===== src/rtl/ccnt_pkg.sv =====
// Package: shared types for the cascadable counter.
// Assumes: only the four operating modes below exist.
package ccnt_pkg;
    typedef enum logic [1:0] {
        CM_HOLD  = 2'd0,
        CM_COUNT = 2'd1,
        CM_LOAD  = 2'd2,
        CM_CLEAR = 2'd3
    } ccnt_mode_e;
endpackage


===== src/rtl/ccnt_mode_sel.sv =====
// Module: ccnt_mode_sel
// Picks the operating mode for the next edge in fixed precedence:
// clear, then load, then count, then hold.
// Assumes: all controls are active as named (rst_n, load_n active low).
module ccnt_mode_sel
    import ccnt_pkg::*;
(
    input  logic       rst_n,
    input  logic       load_n,
    input  logic       en_par,
    input  logic       en_trk,
    output ccnt_mode_e mode
);
    // Priority decode of the control inputs.
    always_comb begin
        if (!rst_n)                mode = CM_CLEAR;
        else if (!load_n)          mode = CM_LOAD;
        else if (en_par && en_trk) mode = CM_COUNT;
        else                       mode = CM_HOLD;
    end
endmodule


===== src/rtl/ccnt_state_reg.sv =====
// Module: ccnt_state_reg
// Holds the counter state and applies the selected mode on the rising edge.
// Assumes: ASYNC_RESET=1 adds an immediate clear on rst_n low; otherwise
// clearing is done only through the CM_CLEAR mode at the edge.
module ccnt_state_reg
    import ccnt_pkg::*;
#(
    parameter int WIDTH       = 4,
    parameter bit ASYNC_RESET = 1'b0
) (
    input  logic             clk,
    input  logic             rst_n,
    input  ccnt_mode_e       mode,
    input  logic [WIDTH-1:0] din,
    output logic [WIDTH-1:0] q
);
    localparam logic [WIDTH-1:0] STEP = WIDTH'(1);

    logic [WIDTH-1:0] q_r;
    logic [WIDTH-1:0] q_nxt;

    // Next-state selection from the decoded mode.
    always_comb begin
        unique case (mode)
            CM_CLEAR: q_nxt = '0;
            CM_LOAD:  q_nxt = din;
            CM_COUNT: q_nxt = q_r + STEP;
            default:  q_nxt = q_r;
        endcase
    end

    generate
        if (ASYNC_RESET) begin : g_async_clr
            // State flops with an immediate clear.
            always_ff @(posedge clk or negedge rst_n) begin
                if (!rst_n) q_r <= '0;
                else        q_r <= q_nxt;
            end
        end else begin : g_sync_clr
            // State flops; clearing arrives through the mode decode.
            always_ff @(posedge clk) begin
                q_r <= q_nxt;
            end
        end
    endgenerate

    assign q = q_r;
endmodule


===== src/rtl/ccnt_term_dec.sv =====
// Module: ccnt_term_dec
// Flags the terminal state (all ones) qualified by the trickle enable.
// Assumes: purely combinational; glitches are possible, so not for clocking.
module ccnt_term_dec #(
    parameter int WIDTH = 4
) (
    input  logic [WIDTH-1:0] q,
    input  logic             en_trk,
    output logic             term
);
    // AND of every state bit with the trickle enable.
    always_comb term = (&q) & en_trk;
endmodule


===== src/rtl/cascade_counter.sv =====
// Module: cascade_counter (top)
// Presettable wrapping up counter with two count enables and a
// terminal-count output for chaining stages.
// Assumes: WIDTH=4 gives the modulo-16 sequence; ASYNC_RESET picks the clear style.
module cascade_counter
    import ccnt_pkg::*;
#(
    parameter int WIDTH       = 4,
    parameter bit ASYNC_RESET = 1'b0
) (
    input  logic             clk,
    input  logic             rst_n,
    input  logic             load_n,
    input  logic             cnt_en_p,
    input  logic             cnt_en_t,
    input  logic [WIDTH-1:0] din,
    output logic [WIDTH-1:0] q,
    output logic             term_o
);
    ccnt_mode_e mode;

    ccnt_mode_sel u_mode (
        .rst_n  (rst_n),
        .load_n (load_n),
        .en_par (cnt_en_p),
        .en_trk (cnt_en_t),
        .mode   (mode)
    );

    ccnt_state_reg #(.WIDTH(WIDTH), .ASYNC_RESET(ASYNC_RESET)) u_state (
        .clk   (clk),
        .rst_n (rst_n),
        .mode  (mode),
        .din   (din),
        .q     (q)
    );

    ccnt_term_dec #(.WIDTH(WIDTH)) u_term (
        .q      (q),
        .en_trk (cnt_en_t),
        .term   (term_o)
    );
endmodule


===== config.mk =====
export PLATFORM = sky130hd
export DESIGN_NAME = cascade_counter
export DESIGN_NICKNAME = d
export VERILOG_FILES = /design/src/rtl/ccnt_pkg.sv /design/src/rtl/ccnt_mode_sel.sv /design/src/rtl/ccnt_state_reg.sv /design/src/rtl/ccnt_term_dec.sv /design/src/rtl/cascade_counter.sv
export SDC_FILE = /design/constraint.sdc
export NUM_CORES = 1
export LEC_CHECK = 0
export BUFFER_PORTS_ARGS = -buffer_cell sky130_fd_sc_hd__buf_2
export CAP_MARGIN = 10
export CORE_AREA = 2 2 39 41
export DETAILED_ROUTE_END_ITERATION = 6
export DIE_AREA = 0 0 41 43
export PLACE_DENSITY = 0.55
export SLEW_MARGIN = 20
export SYNTH_ARGS = -nofsm -noshare
export SYNTH_HDL_FRONTEND = slang
export SYNTH_HIERARCHICAL = 1
export SYNTH_SLANG_ARGS = --single-unit

===== constraint.sdc =====
create_clock -name clk -period 1.2 [get_ports clk]
set_input_delay 0.12 -clock clk [delete_from_list [all_inputs] [get_ports clk]]
set_output_delay 0.12 -clock clk [all_outputs]
set_load 0.005 [all_outputs]

# Word-level counts from Yosys, hierarchy flattened
# Index checks and enable logic that the tools add are counted.
[op_classes] n_mux=4 addsub=1 n_div=0 n_eq_ne=3 shifts=0 n_lt_le_gt_ge=0 mul=0 bitwise=1 reduce_logical=3
[ops] operator="$pmux W4 S3" count=1
[ops] operator="$add A4 B1 Y4 const B" count=1
[ops] operator="$eq A2 B2 Y1 const B" count=2
[ops] operator="$mux W2" count=2
[ops] operator="$reduce_and A4 Y1" count=1
[ops] operator="$reduce_bool A3 Y1" count=1
[ops] operator="$eq A2 B1 Y1 const B" count=1
[ops] operator="$and A1 B1 Y1" count=1
[ops] operator="$logic_and A1 B1 Y1" count=1
[ops] operator="$mux W1" count=1
[word_totals] latchBits=0 mem_count=0 wordCells=13 ram_bits=0 input_bits=9 mem_bits_ro=0 ff_bits=4

# Longest topological paths before layout
# Gate-level depths: netlist of run 1.
[depth] depth_word=6 depth_mapped=6 ltp_nobuf=6

# Cells and area by module
# The synthesis of run 1 kept the hierarchy.
[by_module_without_submodules] mod="ccnt_state_reg" area_each_um2=266.5 instances=1 seq_area_each_um2=120.1 cells_each=24
[by_module_without_submodules] mod="ccnt_mode_sel" area_each_um2=12.5 instances=1 seq_area_each_um2=0.0 cells_each=3
[by_module_without_submodules] mod="ccnt_term_dec" area_each_um2=12.5 instances=1 seq_area_each_um2=0.0 cells_each=3

# Worst setup path after synthesis of run 1
# Ideal clock, no wire load.
[synth_timing] path_type="flip-flop to flip-flop" startpoint="reg u_state.q_r[0] (netlist: u_state/q[0])" endpoint="reg u_state.q_r[2] (netlist: u_state/q[2]), data pin" path_stages_with_launch=5 arrival_time_ns=0.987 setup_slack_ns=-0.045 n_path_buf=0 path_cell_list="edfxtp_1 -> ha_1 -> xor2_1 -> a22oi_1 -> nor2b_1"
[synth_via] elab_chain_len=2
[synth_lines] element="from (decl)" line="ccnt_state_reg.sv:19" source="logic [WIDTH-1:0] q_r;"
[synth_lines] element="from (signal assigned)" line="ccnt_state_reg.sv:42" source="q_r <= q_nxt;"
[synth_lines] element="$add A4 B1 Y4" line="ccnt_state_reg.sv:27" source="CM_COUNT: q_nxt = q_r + STEP;"
[synth_lines] element="$pmux W4 S3" line="ccnt_state_reg.sv:24" source="unique case (mode)"
[synth_lines] element="via u_state.q_nxt[2]" line="ccnt_state_reg.sv:20" source="logic [WIDTH-1:0] q_nxt;"
# The timed path passes the listed nets, and every way through them passes these cells.
# A chain may end at the register's enable or synchronous reset.

# Final worst setup path of run 1
# Ends and elaborated chain as after synthesis.

==> results.ini, run 1 <==
[status]
status = finished with violations
violations = setup timing

[cts]
postCtsHoldBufs = 0
worstSkewPairLatency_ps = 240
cts_root_buf = clkbuf_4
cts_tree = yes
cts_buffers = 3
ctsLongestPathBuffers = 2
cts_htree_levels = 1
path_clk_slew_ps = 40
postCtsSetupBuffers = 0
ctsResizeCount = 0
clkSinkCount = 4

[grt]
antenna_found_initial = 0
grt_pass1_vias = 291
grt_pass1_wl_mm = 1.10
grt_max_degree = 7
track_usage_pct = 9.81
grt_overflow = 0

[detailed_routing]
drc = 0
drt-total-wl_microns = 634
firstDrtPassIters = 4
avgRoutedWirePerCell_microns = 9.75
antenna_left = 0
viasPerCell = 4.34
num_vias = 282
drt_iter0_markers = 3

[die]
rows = 14
die_w_microns = 41
fp.coreArea_sq_um = 1380
start_util_pct = 21.1
io_pins = 14
die_y_microns = 43
dieArea_sq_um = 1760

[logic_synthesis]
syn_area_per_cell_sq_um = 9.72
yosysSeqAreaShare_pct = 41.2
post_synth_num_cell_types = 14
synth_seq_cells = 4
syn_inst = 30
synth_warnings = 6
synth_top_area_share_pct = 41.2
post-synth-top-area-cell = edfxtp_1
yosys-top-cells-area = edfxtp_1, ha_1, nand3_1
netlist_area_sq_um = 292
syn_nets = 43

[critical_path]
cp_slowest_cell = edfxtp_1
cp-end-kind = flop
r2r_cells = 4
crit_chain = ha_2 -> xor2_1 -> a22oi_1 -> nor2b_1
cpPeakStageDelay_ps = 390
path_delay_family = flip-flops
required_ps = 1190
cp-start-kind = flop
crit_buf_inv = 0
worstSetupPathType = reg -> reg
crit_cells = 4
arrival_ps = 1220
crit_path_max_fanout = 2

[sta]
slew_headroom_pct = 85.3
finalHoldViolations = 0
rsz0062_at_grt = true
post-route-min-period_ps = 1230
slew_violations = 0
fin_ws_ps = -28.9
max_slew.worst_pin.slew_ps = 221
finalSetupViolations = 1
clock.fmax_mhz = 814
fin_crit_sh_pct = 102
fin_worst_skew_ps = 0.158

[final_layout]
fillCellCount = 157
nets = 64
design_area_sq_um = 429
largest_reg_flops = 4
fin_util_pct = 31.0
fin_cells = 65
drive_above_1_share_pct = 42.9
antennaDiodeCount = 0
multiInputGateArea_sq_um = 168
regArea_sq_um = 120
synthToLayoutAreaGrowth_pct = 47.2

[place]
placed_cells = 62
preCtsSetupSlack_ps = -65.6
gp_congestion = 0.663
portBuffers = 13
place_area_sq_um = 402

[power_and_ir_drop]
power_density_nw_per_um2 = 1030
power.leakage_nw = 0.211
power_uw = 443
peakVddDrop_v = 0.000421

[flow_run]
maxCapViolCount = 0

[worst_hold_path]
hold_class = in -> reg
holdPathStages = 3

[metal layers]
metal	wire, microns	up-vias	GRT usage [%]
met2	306	11	13.8
met1	267	123	11.5
met4	24	0	8.00
met5	0	-	0
met3	36	2	3.14
li1	-	146	-
[power breakdown]
group,switching (mW),internal (mW)
Combinational,0.0430,0.0504
Clock,0.0602,0.112
Sequential,0.00888,0.169
[final cells by class]
class / count / area share, %
clock buffers: 3 / 5.25
repair buffers: 16 / 20.4
well taps: 16 / 4.66
flip-flops and latches: 4 / 28.0
inverters: 3 / 2.62
multi-input cells: 23 / 39.1
[stage by stage]
stage	setup TNS [ps]	hold WS [ps]
6_report	-28.9	209
5_1_grt	-14.8	244
4_1_cts	0	214
3_5_place_dp	-82.2	462
3_3_place_gp	-57.9	459
2_1_floorplan	-13.2	342
[cells in the final DEF, fill, tap and decap left out]
cell	count
buf_2	13
clkbuf_4	3
a21boi_0	1
edfxtp_1	4
a22oi_1	1
inv_1	3
nor2_1	1
buf_4	3
o211ai_1	1
nand3b_1	1
nand3_1	4
ha_1	3
nor2b_1	2
a22oi_2	1
nand2_1	4
nand4_1	1
nand2b_1	1
ha_2	1
xor2_1	1
[worst paths after layout]
check,start,slack [ps],to
max,u_state/q[0],-30,u_state/q[2]
min,din[1],210,u_state/q[1]
max reg2reg,u_state/q[0],-30,u_state/q[2]
min reg2reg,u_state/q[3],670,u_state/q[3]
[synth_stat cells]
cell and n:
nand2_1 4, inv_1 3, nand3_1 4, a21boi_0 1
ha_1 4, xor2_1 1, nor2b_1 2, nand4_1 1
edfxtp_1 4, nand3b_1 1, o211ai_1 1, a22oi_1 2
nor2_1 1, nand2b_1 1
[worst reg2reg max path, delay by kind of cell, from the launching register on]
kind / cells / cell delay [ps]
DFF: 1 / 390
adders and majority gates: 1 / 210
xor gates and xnor gates: 1 / 170
AOI/OAI and AO/OA: 1 / 150
and+or+nand+nor: 1 / 60
[cells by family (layout without fill, tap and decap cells)]
group	count (synthesis)	count (layout)	synth area share, %
XOR/XNOR	1	1	3.00
AND/OR/NAND/NOR	14	14	24.5
adder cells (fa/ha/maj)	4	4	17.2
buffers and inverters	3	22	3.86
AO/OA/AOI/OAI	4	4	10.3
flip-flops	4	4	41.2
Note: power is estimated with default switching activity, not from simulation.
==> inputs of run 2 (changes only) <==
clock period = 1 ns   (was 1.2 ns; I/O delays follow)
==> results.ini, run 2 (synthesized netlist as in run 1, its figures left out) <==
[grt]
grt_pass1_wl_mm = 1.08  ; -1.9%
grt_max_degree = 7  ; unchanged
track_usage_pct = 9.77  ; -0.040 points
antenna_found_initial = 0  ; unchanged
grt_pass1_vias = 289  ; -0.69%
grt_overflow = 0  ; unchanged

[cts]
postCtsSetupBuffers = 0  ; unchanged
cts_buffers = 3  ; unchanged
clkSinkCount = 4  ; unchanged
ctsLongestPathBuffers = 2  ; unchanged
cts_htree_levels = 1  ; unchanged
postCtsHoldBufs = 0  ; unchanged
cts_root_buf = clkbuf_4
path_clk_slew_ps = 40  ; about the same
worstSkewPairLatency_ps = 240  ; about the same
cts_tree = yes

[sta]
clock.fmax_mhz = 847  ; +4.1%
fin_crit_sh_pct = 118  ; +16 points
finalHoldViolations = 0  ; unchanged
finalSetupViolations = 6  ; +5
max_slew.worst_pin.slew_ps = 207  ; -14.0 ps
slew_violations = 0  ; unchanged
rsz0062_at_grt = true
fin_ws_ps = -180  ; -151 ps
slew_headroom_pct = 86.2  ; +0.93 points
setup_tns_ps = -503  ; -474 ps
post-route-min-period_ps = 1180  ; -48.9 ps
fin_worst_skew_ps = 1.95  ; +1.79 ps

[final_layout]
largest_reg_flops = 4  ; unchanged
layout_commonest_cell = buf_2
nets = 66  ; +3.1%
fin_cells = 67  ; +3.1%
synthToLayoutAreaGrowth_pct = 58.8
antennaDiodeCount = 0  ; unchanged
drive_above_1_share_pct = 47.1  ; +4.2 points
layout_common_cells = buf_2, buf_4, nand3_1, nand2_1, edfxtp_1
fin_util_pct = 33.5  ; +2.4 points

[flow_run]
maxCapViolCount = 0  ; unchanged

[die]
rows = 14  ; unchanged
die_w_microns = 41  ; unchanged
fp.coreArea_sq_um = 1380  ; unchanged
die_y_microns = 43  ; unchanged
start_util_pct = 21.1  ; unchanged
dieArea_sq_um = 1760  ; unchanged
io_pins = 14  ; unchanged

[critical_path]
arrival_ps = 1170  ; -50 ps
r2r_setup_slack_ps = -180  ; -150 ps
cp-end-kind = flop
cp-start-kind = flop
crit_path_max_fanout = 2  ; unchanged
required_ps = 990  ; -200 ps
worstSetupPathType = reg -> reg

[worst_hold_path]
hold_class = in -> reg

[power_and_ir_drop]
power_density_nw_per_um2 = 1190  ; +15%
peakVddDrop_v = 0.000331  ; -21%
power_uw = 552  ; +25%
power.leakage_nw = 0.221  ; +5.0%

[detailed_routing]
antenna_left = 0  ; unchanged
drt_iter0_markers = 8  ; +5
drc = 0  ; unchanged
avgRoutedWirePerCell_microns = 10.6  ; +9.1%
firstDrtPassIters = 4  ; unchanged
drt-total-wl_microns = 713  ; +12%
viasPerCell = 4.19  ; -3.3%
num_vias = 281  ; -0.35%

[place]
portBuffers = 13  ; unchanged
gp_congestion = 0.640  ; -3.5%
placed_cells = 64  ; +3.2%
dpl.hpwl_microns = 584

[status]
status = finished with violations
violations = setup timing

run 2: cell count changes in the layout (fill, tap and decap cells not counted), sizes merged:
cell,delta
buf,+2
run 2: critical path: stages (launching register included):
cell and delay [ps]:
edfxtp_1 390, ha_2 190, xor2_1 150, a22oi_1 140
nor2b_1 70
run 2: worst paths after layout:
path / from / to / depth (start not counted)
worst min-delay path: din[3] / u_state/q[3] / 3
worst max register to register: u_state/q[0] / u_state/q[2] / 4
worst min register to register: u_state/q[3] / u_state/q[3] / 2
worst max-delay path: u_state/q[0] / u_state/q[2] / 4
run 2: layout make-up:
class	instances	area (sq um)
Multi-Input combinational cell	23	180
Tap cell	16	20.0
Fill cell	146	921
Clock buffer	3	22.5
Sequential cell	4	120
Timing Repair Buffer	18	109
Inverter	3	11.3
run 2: power breakdown:
group / leakage, nW / internal (mW) / switching (mW) / total, mW
Clock: 0.0138 / 0.134 / 0.0700 / 0.205
Sequential: 0.0463 / 0.202 / 0.0100 / 0.213
Combinational: 0.161 / 0.0763 / 0.0587 / 0.135
run 2: metrics by stage:
stage	worst slack [ps]	hold slack [ps]	area, sq um
4_1_cts	-190	200	458
3_3_place_gp	-185	433	429
5_1_grt	-259	215	463
3_5_place_dp	-206	447	429
6_report	-180	200	463
2_1_floorplan	-213	302	307
run 2: layer usage:
metal	wire length [microns]	track usage, %	vias to the layer above	part of all wire [%]
met5	0	0	-	0
met1	285	9.42	115	40
met3	61	3.14	2	8.6
met4	11	10.0	0	1.5
li1	-	-	150	-
met2	355	14.7	14	50
run 2: repair_timing:
item,CTS,global route
endpoints found under the setup margin,6,8
cloned,0,0
gates resized for setup,1,2
pin swaps,1,0
==> inputs of run 3 (changes only) <==
CTS_CLUSTER_SIZE = 24   (was default)
PLACE_DENSITY = 0.54   (was 0.55)
clock period = 1.3 ns   (was 1 ns; I/O delays follow)
==> results.ini, run 3 (synthesized netlist as in run 1, its figures left out) <==
[sta]
post-route-min-period_ps = 1220  ; +37.2 ps
slew_violations = 0  ; unchanged
max_slew.worst_pin.slew_ps = 196  ; -11.4 ps
clock.fmax_mhz = 822  ; -3.1%
finalSetupViolations = 0  ; -6
finalHoldViolations = 0  ; unchanged
slew_headroom_pct = 87.0  ; +0.76 points
fin_crit_sh_pct = 93.6  ; -24 points
setup_tns_ps = 0  ; +503 ps
holdWs_ps = 232  ; +32.4 ps
rsz0062_at_grt = false
fin_worst_skew_ps = 1.35  ; -0.598 ps

[critical_path]
cp-end-kind = flop
cp_slowest_cell = edfxtp_1
cp-endpoint = u_state/q[2]
required_ps = 1280  ; +290 ps
crit_path_max_fanout = 2  ; unchanged
worstSetupPathType = reg -> reg
cp-start-kind = flop
r2r_start = u_state/q[0]
crit_chain = ha_1 -> xor2_1 -> a22oi_1 -> nor2b_1
r2r_end = u_state/q[2]
r2r_setup_slack_ps = 80  ; +260 ps
r2r_cells = 4  ; unchanged
arrival_ps = 1190  ; +20 ps
cpPeakStageDelay_ps = 380  ; about the same
critPathLaunch = u_state/q[0]

[detailed_routing]
drc = 0  ; unchanged
viasPerCell = 4.34  ; +3.6%
firstDrtPassIters = 3  ; -1
drt-total-wl_microns = 629  ; -12%
num_vias = 278  ; -1.1%
drt_iter0_markers = 4  ; -4
avgRoutedWirePerCell_microns = 9.83  ; -7.6%
antenna_left = 0  ; unchanged

[power_and_ir_drop]
power_frac_clock_pct = 37.9  ; +0.9 points
switching_power_uw = 91.7  ; -34%
power_density_nw_per_um2 = 949  ; -20%
power_uw = 393  ; -29%
combPwrFrac_pct = 20.4  ; -4.1 points
power.leakage_nw = 0.208  ; -6.0%
p_sw_share_pct = 23.3  ; -1.8 points
seqPwrFrac_pct = 41.6  ; +3.1 points
p_int_uw = 301  ; -27%
peakVddDrop_v = 0.000338  ; +2.3%

[final_layout]
largest_reg_flops = 4  ; unchanged
drive_above_1_share_pct = 37.5  ; -9.6 points
synthToLayoutAreaGrowth_pct = 42.1
antennaDiodeCount = 0  ; unchanged
design_area_sq_um = 414  ; -11%
fin_util_pct = 29.9  ; -3.5 points
layout_common_cells = buf_2, nand3_1, nand2_1, ha_1, edfxtp_1
nets = 63  ; -4.5%
layout_commonest_cell = buf_2

[grt]
globalRouteMet3Util_pct = 3.14  ; unchanged
grt_util_met2_pct = 10.9  ; -3.8 points
grt_max_degree = 7  ; unchanged
grt_pass1_wl_microns = 917  ; -15%
grt_overflow = 0  ; unchanged
antenna_found_initial = 0  ; unchanged
track_usage_pct = 8.18  ; -1.6 points
globalRouteMet1Util_pct = 10.2  ; +0.75 points
busiest_layer = met2
grt_pass1_vias = 240  ; -17%

[cts]
cts_root_buf = clkbuf_4
clkSinkCount = 4  ; unchanged
cts_htree_levels = 1  ; unchanged
path_clk_slew_ps = 40  ; about the same
ctsResizeCount = 0  ; -1
cts_tree = yes
ctsLongestPathBuffers = 2  ; unchanged
worstSkewPairLatency_ps = 230  ; about the same
postCtsHoldBufs = 0  ; unchanged
cts_buffers = 3  ; unchanged
postCtsSetupBuffers = 0  ; unchanged

[die]
fp.coreArea_sq_um = 1380  ; unchanged
rows = 14  ; unchanged
die_w_microns = 41  ; unchanged
start_util_pct = 21.1  ; unchanged
die_y_microns = 43  ; unchanged
io_pins = 14  ; unchanged
dieArea_sq_um = 1760  ; unchanged

[worst_hold_path]
hold_class = in -> reg

[status]
status = finished clean

[place]
place_area_sq_um = 392  ; -8.7%
portBuffers = 13  ; unchanged
gp_congestion = 0.744  ; +16%

[flow_run]
maxCapViolCount = 0  ; unchanged

-- run 3: critical path: cells and delay by family (launching register included) --
family | cells | cell delay (ps)
and+or+nand+nor | 1 | 70
adders and majority gates | 1 | 220
DFF | 1 | 380
AOI/OAI and AO/OA | 1 | 140
xor gates and xnor gates | 1 | 160
-- run 3: final cells by class --
class / count / area (sq um)
timing repair buffer: 15 / 80.1
fill: 152 / 970
multi-input combinational: 23 / 160
tap: 16 / 20.0
inverter: 3 / 11.3
clock buffer: 3 / 22.5
sequential: 4 / 120
-- run 3: worst min-delay path by stage --
stage / startpoint / cells after the start / slack (ps) / endpoint
2_1_floorplan: cnt_en_t / 2 / 360 / term_o
3_3_place_gp: din[3] / 3 / 470 / u_state/q[3]
3_5_place_dp: din[3] / 3 / 470 / u_state/q[3]
4_1_cts: din[3] / 3 / 240 / u_state/q[3]
5_1_grt: din[3] / 3 / 250 / u_state/q[3]
6_report: din[3] / 3 / 230 / u_state/q[3]
-- run 3: stage by stage --
step	worst slack (ps)	instances
floorplan	54.8	30
global placement	51.6	61
CTS	81.4	64
global route	16.3	64
finish	82.8	64
detailed placement	34.4	61
-- run 3: power groups by stage --
stage,clock network [mW],logic (mW),registers (mW)
2_1_floorplan,0,0.0363,0.169
3_3_place_gp,0,0.0799,0.166
3_5_place_dp,0,0.0812,0.166
4_1_cts,0.151,0.0816,0.164
5_1_grt,0.158,0.0895,0.166
6_report,0.149,0.0803,0.164
-- run 3: per-layer routing --
layer | vias up | routed length, microns
met4 | 0 | 0
met3 | 0 | 44
met5 | - | 0
met1 | 123 | 300
met2 | 11 | 284
li1 | 144 | -
